$ cat src/rtl/cmp_pkg.sv
package cmp_pkg;
  localparam int TMR_W  = 16;
  localparam int MODE_W = 4;

  typedef enum logic [MODE_W-1:0] {
    MODE_PIN_SET  = 4'b1000,
    MODE_PIN_CLR  = 4'b1001,
    MODE_FLAG     = 4'b1010,
    MODE_SPECIAL  = 4'b1011
  } cmp_mode_e;

  function automatic logic is_active_mode(input logic [MODE_W-1:0] m);
    return m[MODE_W-1:MODE_W-2] == 2'b10;
  endfunction

  function automatic logic values_equal(input logic [TMR_W-1:0] a,
                                        input logic [TMR_W-1:0] b);
    return (a ^ b) == '0;
  endfunction
endpackage

$ cat src/rtl/cmp_edge_detect.sv
module cmp_edge_detect
  import cmp_pkg::*;
#(
  parameter int W  = TMR_W,
  parameter int MW = MODE_W
) (
  input  logic          clk,
  input  logic          rst_n,
  input  logic [MW-1:0] mode_i,
  input  logic [W-1:0]  cmp_val_i,
  input  logic [W-1:0]  timer_i,
  output logic          mode_chg_o,
  output logic          match_evt_o
);
  logic          eq_now;
  logic          eq_q;
  logic [MW-1:0] mode_q;

  assign eq_now     = values_equal(timer_i, cmp_val_i);
  assign mode_chg_o = mode_i != mode_q;
  assign match_evt_o = is_active_mode(mode_i) && eq_now && !eq_q && !mode_chg_o;

  always_ff @(posedge clk or negedge rst_n) begin
    if (!rst_n) begin
      eq_q   <= 1'b0;
      mode_q <= '0;
    end else begin
      eq_q   <= eq_now;
      mode_q <= mode_i;
    end
  end
endmodule

$ cat src/rtl/cmp_pin_latch.sv
module cmp_pin_latch
  import cmp_pkg::*;
#(
  parameter int MW = MODE_W
) (
  input  logic          clk,
  input  logic          rst_n,
  input  logic [MW-1:0] mode_i,
  input  logic          mode_chg_i,
  input  logic          match_evt_i,
  output logic          pin_o
);
  logic preset_lo, preset_hi, hit_set, hit_clr;

  assign preset_lo = mode_chg_i && (mode_i == MODE_PIN_SET);
  assign preset_hi = mode_chg_i && (mode_i == MODE_PIN_CLR);
  assign hit_set   = match_evt_i && (mode_i == MODE_PIN_SET);
  assign hit_clr   = match_evt_i && (mode_i == MODE_PIN_CLR);

  always_ff @(posedge clk or negedge rst_n) begin
    if (!rst_n)                    pin_o <= 1'b0;
    else if (preset_hi || hit_set) pin_o <= 1'b1;
    else if (preset_lo || hit_clr) pin_o <= 1'b0;
  end
endmodule

$ cat src/rtl/cmp_event_ctrl.sv
module cmp_event_ctrl
  import cmp_pkg::*;
#(
  parameter int MW = MODE_W
) (
  input  logic          clk,
  input  logic          rst_n,
  input  logic [MW-1:0] mode_i,
  input  logic          match_evt_i,
  input  logic          flag_clr_i,
  output logic          flag_o,
  output logic          special_o
);
  always_ff @(posedge clk or negedge rst_n) begin
    if (!rst_n) begin
      flag_o    <= 1'b0;
      special_o <= 1'b0;
    end else begin
      if (match_evt_i)     flag_o <= 1'b1;
      else if (flag_clr_i) flag_o <= 1'b0;
      special_o <= match_evt_i && (mode_i == MODE_SPECIAL);
    end
  end
endmodule

$ cat src/rtl/cmp_match_unit.sv
module cmp_match_unit
  import cmp_pkg::*;
(
  input  logic              clk,
  input  logic              rst_n,
  input  logic [MODE_W-1:0] mode_i,
  input  logic [TMR_W-1:0]  cmp_val_i,
  input  logic [TMR_W-1:0]  timer_i,
  input  logic              flag_clr_i,
  output logic              pin_o,
  output logic              flag_o,
  output logic              tmr_clr_o,
  output logic              adc_start_o
);
  logic mode_chg;
  logic match_evt;
  logic special_pulse;

  cmp_edge_detect #(.W(TMR_W), .MW(MODE_W)) u_edge (
    .clk(clk), .rst_n(rst_n), .mode_i(mode_i), .cmp_val_i(cmp_val_i),
    .timer_i(timer_i), .mode_chg_o(mode_chg), .match_evt_o(match_evt)
  );

  cmp_pin_latch #(.MW(MODE_W)) u_pin (
    .clk(clk), .rst_n(rst_n), .mode_i(mode_i), .mode_chg_i(mode_chg),
    .match_evt_i(match_evt), .pin_o(pin_o)
  );

  cmp_event_ctrl #(.MW(MODE_W)) u_evt (
    .clk(clk), .rst_n(rst_n), .mode_i(mode_i), .match_evt_i(match_evt),
    .flag_clr_i(flag_clr_i), .flag_o(flag_o), .special_o(special_pulse)
  );

  assign tmr_clr_o   = special_pulse;
  assign adc_start_o = special_pulse;
endmodule

$ cat config.mk
export PLATFORM = sky130hd
export DESIGN_NAME = cmp_match_unit
export DESIGN_NICKNAME = d
export VERILOG_FILES = /design/src/rtl/cmp_pkg.sv /design/src/rtl/cmp_edge_detect.sv /design/src/rtl/cmp_pin_latch.sv /design/src/rtl/cmp_event_ctrl.sv /design/src/rtl/cmp_match_unit.sv
export SDC_FILE = /design/constraint.sdc
export NUM_CORES = 1
export LEC_CHECK = 0
export ABC_AREA = 1
export BUFFER_PORTS_ARGS = -buffer_cell sky130_fd_sc_hd__clkbuf_2
export CELL_PAD_IN_SITES_DETAIL_PLACEMENT = 1
export CELL_PAD_IN_SITES_GLOBAL_PLACEMENT = 1
export CORE_UTILIZATION = 28
export DETAILED_ROUTE_END_ITERATION = 16
export GPL_TIMING_DRIVEN = 0
export PLACE_DENSITY_LB_ADDON = 0.12
export SLEW_MARGIN = 5
export SYNTH_ARGS = -nofsm -noshare
export SYNTH_HDL_FRONTEND = slang
export SYNTH_SLANG_ARGS = --single-unit
export TNS_END_PERCENT = 10
$ cat constraint.sdc
create_clock -name clk -period 2.81 [get_ports clk]
set_input_delay 0 -clock clk [delete_from_list [all_inputs] [get_ports clk]]
set_output_delay 0 -clock clk [all_outputs]
set_load 0.02 [all_outputs]
# Word level (Yosys, flattened, before mapping)
# Cells that the tools add are included.
# totals
regBits,8
elab_cells,30
# classes
eq_ne,5
muxes,4
bitwise,1
reduce_logical,15
# ops
cell,count
$logic_not A16 Y1,1
$xor A16 B16 Y16,1
$eq A4 B4 Y1 const B,3
$logic_and A1 B1 Y1,8
$mux W1,4
$ne A4 B4 Y1,1
$reduce_bool A2 Y1,2
$eq A2 B2 Y1 const B,1
$logic_not A1 Y1,2
$logic_or A1 B1 Y1,2

# Depth between registers and ports, before layout
# logic_depth
ltp_word,9
mapped_depth,11

# By module
# Synthesis repeated with hierarchy kept, for this count alone.
# hier_totals
cells_unflattened,127
area_unflattened_um2,698.2
# modules_own_cells
module,n_inst,cells_per_inst,area_each_um2,seq_area_each_um2
cmp_edge_detect,1,106,531.8,125.1
cmp_event_ctrl,1,8,81.3,50.0
cmp_pin_latch,1,12,77.6,25.0
cmp_match_unit,1,1,7.5,0.0

# Worst setup path after synthesis
# OpenSTA, ideal clock, no wires.
# synth_path
kind,reg2reg
start,register u_edge.mode_q[1]
end,register u_pin.pin_o
arrival_time_ps,1016
setup_slack_ps,1677
stages_incl_launch_ff,8
n_path_buf,0
period_less_slack_ps,1133
cell_sequence,dfrtp_1 or2_0 a21oi_2 nand2_1 clkinv_1 nand2_1 nand3_1 nand2_1
# synth_between
elab_chain_cells,6
word_cells_on_any_way,11
# synth_lines
item,line_no,source
from (decl),cmp_edge_detect.sv:17,logic [MW-1:0] mode_q;
from (signal assigned),cmp_edge_detect.sv:29,mode_q <= mode_i;
$ne A4 B4 Y1 *,cmp_edge_detect.sv:20,assign mode_chg_o = mode_i != mode_q;
$logic_not A1 Y1,cmp_edge_detect.sv:21,assign match_evt_o = is_active_mode(mode_i) && eq_now && !eq_q && !mode_chg_o;
$logic_and A1 B1 Y1,cmp_edge_detect.sv:21,
$logic_and A1 B1 Y1 (on tied branches),"cmp_pin_latch.sv:17, cmp_pin_latch.sv:18",
$logic_or A1 B1 Y1 (on tied branches),"cmp_pin_latch.sv:22, cmp_pin_latch.sv:23",
$mux W1 or $reduce_bool A2 Y1 (tied branches),n/a,
to (signal assigned),cmp_pin_latch.sv:21,if (!rst_n) pin_o <= 1'b0;
to (signal assigned),cmp_pin_latch.sv:22,else if (preset_hi || hit_set) pin_o <= 1'b1;
to (signal assigned),cmp_pin_latch.sv:23,else if (preset_lo || hit_clr) pin_o <= 1'b0;
to (decl),cmp_pin_latch.sv:11,output logic pin_o
# Mark *: on every way between the ends. The rest lies on a longest branch, timed or not.
# A chain may end at the register's enable or synchronous reset.

# Final worst setup path
# layout_path
start,input mode_i[1]
end,register u_pin.pin_o
# layout_between
elab_chain_cells,6
word_cells_on_any_way,13
# layout_lines
item,line_no,source
from (decl),cmp_match_unit.sv:6,"input logic [MODE_W-1:0] mode_i,"
$ne A4 B4 Y1,cmp_edge_detect.sv:20,
$logic_not A1 Y1,cmp_edge_detect.sv:21,
$logic_and A1 B1 Y1,cmp_edge_detect.sv:21,
$logic_and A1 B1 Y1 (on tied branches),"cmp_pin_latch.sv:17, cmp_pin_latch.sv:18",
$logic_or A1 B1 Y1 (on tied branches),"cmp_pin_latch.sv:22, cmp_pin_latch.sv:23",
$mux W1 or $reduce_bool A2 Y1 (tied branches),n/a,
# Several ways; a longest one is shown, not always the timed one.

==> flow_summary.yaml <==
placed_design:
  pre_cts_setup_slack_ns: 1.56
  gp_congestion: 0.663
  port_buffers: 42
  detailed_place_hpwl_mm: 1.61
power:
  power.ir.vdd_worst_uv: 142
  switching_power_as_a_share_of_total_power: 0.305
  power.switching_uw: 94.5
  powerDensity_nw_per_um2: 304
  internal_power_uw: 216
  static_leakage_uw: 0.000670
  pwr-share-seq: 0.399
  power.share.combinational: 0.312
  power.clock.fraction: 0.289
logic_synthesis:
  synth_area_per_cell_sq_um: 5.63
  dominantRegCellSynth: "sky130_fd_sc_hd__dfrtp_1"
  ys_warn_count: 0
  syn_nets: 162
  async_flop_share: 1.00
  synth_top_cells_by_count: "sky130_fd_sc_hd__nand2_1 (43), sky130_fd_sc_hd__inv_1 (27), sky130_fd_sc_hd__nor2_1 (26)"
  synth_sequential_area_ratio: 0.289
  synth_area_sq_um: 692
  synth.area.top_cells: "sky130_fd_sc_hd__dfrtp_1 (29%), sky130_fd_sc_hd__nand2_1 (23%), sky130_fd_sc_hd__inv_1 (15%)"
  synth_enable_flop_cells: 0
  synthDominantCellAreaShare: 0.289
  synthDistinctLibCells: 14
  synthCells: 123
  synth_most_common_cell: "sky130_fd_sc_hd__nand2_1"
  synth_top_cell_by_area: "sky130_fd_sc_hd__dfrtp_1"
  ys_seq_elements: 8
finish:
  layout-drive-gt1-share: 0.305
  areaGrowthSynthToFinish_pct: 47.4
  antenna_cells: 0
  finalNetCount: 215
sta:
  final_period_minus_worst_setup_slack_ns: 1.29
  max_slew_margin: 0.858
  final-setup-viol-count: 0
  finalHoldViolCount: 0
  worst_clock_skew_ns: 0.00414
  setup_total_negative_slack_ns: 0
  max_freq_mhz: 778
  setup_repair_after_global_routing_missed_its_margin: "false"
  timing.final.max_slew_violations: 0
  min_period_over_period: 0.457
  setup_slack_ns: 1.52
  max_slew.worst_pin.slew_ns: 0.214
routing:
  dr_wl_met2_mm: 1.07
  wirelength_mm: 1.83
  drcViolationCount: 0
  wire_per_inst_um: 9.06
  antenna_left: 0
  post_drt_via_cell_ratio: 4.28
  wl_met3_um: 74
  detail_route.wirelength.met1_um: 680
  drt_iter0_drc: 1
  highest_routed_layer: "met4"
  detailroute.via_count: 865
  drtPass1Iterations: 2
worst_setup_path:
  worst_setup_path_start_kind: "input port"
  critical_path.endpoint: "u_pin.pin_o"
  worstPathRequired_ns: 3.01
  rrSetupSlack_ns: 1.56
  worst_setup_path_startpoint: "mode_i[1]"
  critPathCaptureType: "register"
  critical_path.reg2reg.endpoint: "u_pin.pin_o"
  r2r-start: "u_edge.mode_q[1]"
  worstSetupPathType: "input port to register"
  count_of_cells_along_the_worst_register_to_register_path: 8
  critical_path_arrival_ns: 1.48
  cp_max_fo: 5
cts:
  clockRootBuffer: "sky130_fd_sc_hd__clkbuf_4"
  clock_tree.htree_level_count: 1
  cts_buffers: 3
  cts_num_sinks: 8
  tritoncts: "yes"
  clk-insertion-delay-late_ns: 0.26
  clock_path_buffers: 2
  postCtsResizedCells: 0
  clock_transition_at_the_registers_of_the_reported_paths_ns: 0.06
floorplanning:
  dieWidth_um: 51.7
  initial_utilization: 0.304
  core-area_sq_um: 2280
  core.rowCount: 17
  die_h_um: 51.7
  die-area_sq_um: 2670
  pin_count: 43
grt:
  vias_in_the_first_global_route: 944
  antenna_violations_before_repair: 0
  grt_overflow_total: 0
  grt_max_degree: 9
  grtUsageTotal: 0.170
  grt_first_pass_wirelength_mm: 3.41
status:
  run_status: "completed"
min_path:
  worst_hold_path_type: "input port to async pin"
flow_run:
  max-cap-violations: 0
[cell families (layout without fill, tap and decap cells)]
kind of cell	Yosys count	after routing	share of synthesized area
flip-flops	8	8	0.289
XOR/XNOR	4	4	0.0506
AO/OA/AOI/OAI	2	2	0.0253
AND/OR/NAND/NOR	79	79	0.467
buffers and inverters	30	81	0.168
[layer usage]
layer / GRT usage / vias up
met4: 0.0541 / 0
li1: - / 453
met3: 0.0351 / 2
met1: 0.156 / 387
met5: 0 / -
met2: 0.359 / 23
[critical path, cell delays in order]
cell,delay (ns)
sky130_fd_sc_hd__dlygate4sd3_1,0.53
sky130_fd_sc_hd__clkbuf_2,0.14
sky130_fd_sc_hd__or2_0,0.23
sky130_fd_sc_hd__a21oi_2,0.16
sky130_fd_sc_hd__nand2_1,0.09
sky130_fd_sc_hd__clkinv_1,0.08
sky130_fd_sc_hd__nand2_1,0.07
sky130_fd_sc_hd__nand2_1,0.07
sky130_fd_sc_hd__nand2_1,0.05
sky130_fd_sc_hd__nand2_1,0.05
[final cells by class]
class	count	area, sq um
clock buffers	3	22.5
repair buffers	48	270
flip-flops and latches	8	200
fillers	336	1260
plain buffers	1	7.51
multi-input cells	85	375
well taps	28	35.0
inverters	29	109
[flip-flops by register name (all words and copies together) (netlist names)]
register,flops
u_evt.special_o,1
u_evt.flag_o,1
u_edge.mode_q,4
u_pin.pin_o,1
u_edge.eq_q,1
[power by group through the flow]
stage	Clock [uW]	Combinational, uW	Sequential (uW)
floorplan	0	41.0	129
global placement	0	85.1	126
detailed placement	0	91.7	126
CTS	93.7	98.8	124
global route	102	113	124
finish	89.5	96.9	124
[cell usage in the layout, fill, tap and decap left out]
| cell | instances |
|---|---|
| sky130_fd_sc_hd__clkinv_1 | 2 |
| sky130_fd_sc_hd__dfrtp_1 | 8 |
| sky130_fd_sc_hd__inv_1 | 27 |
| sky130_fd_sc_hd__buf_4 | 1 |
| sky130_fd_sc_hd__nand3_2 | 1 |
| sky130_fd_sc_hd__and2_4 | 1 |
| sky130_fd_sc_hd__nor2_1 | 26 |
| sky130_fd_sc_hd__clkbuf_2 | 42 |
| sky130_fd_sc_hd__nor2_2 | 3 |
| sky130_fd_sc_hd__nand3_1 | 4 |
| sky130_fd_sc_hd__xor2_1 | 4 |
| sky130_fd_sc_hd__nand2_1 | 43 |
| sky130_fd_sc_hd__a21oi_2 | 1 |
| sky130_fd_sc_hd__clkbuf_4 | 3 |
| sky130_fd_sc_hd__o21ai_2 | 1 |
| sky130_fd_sc_hd__dlygate4sd3_1 | 6 |
| sky130_fd_sc_hd__or2_0 | 1 |
[repair_timing]
action,4_1_cts,5_1_grt
endpoints found under the hold margin,13,0
setup buffers,0,0
hold buffers,6,0
[stage by stage]
stage	power, uW	std cells	util	instance area (sq um)	hold slack [ns]
after floorplan	170	123	-	692	-0.296
after global placement	211	193	0.412	937	-0.145
after detailed placement	218	193	0.412	937	-0.138
after CTS	316	202	0.448	1020	0.120
after global routing	339	202	0.448	1020	0.162
final	310	202	0.448	1020	0.132
[worst min path at each step]
stage | depth (start not counted) | slack (ns) | from | to
3_5_place_dp | 1 | -0.14 | rst_n | u_edge.mode_q[0]
3_3_place_gp | 1 | -0.14 | rst_n | u_edge.mode_q[2]
5_1_grt | 2 | 0.16 | rst_n | u_edge.mode_q[1]
2_1_floorplan | 0 | -0.30 | rst_n | u_edge.eq_q
6_report | 2 | 0.13 | rst_n | u_edge.mode_q[1]
4_1_cts | 2 | 0.12 | rst_n | u_evt.special_o
No activity file was read; power rests on OpenSTA's default activity.
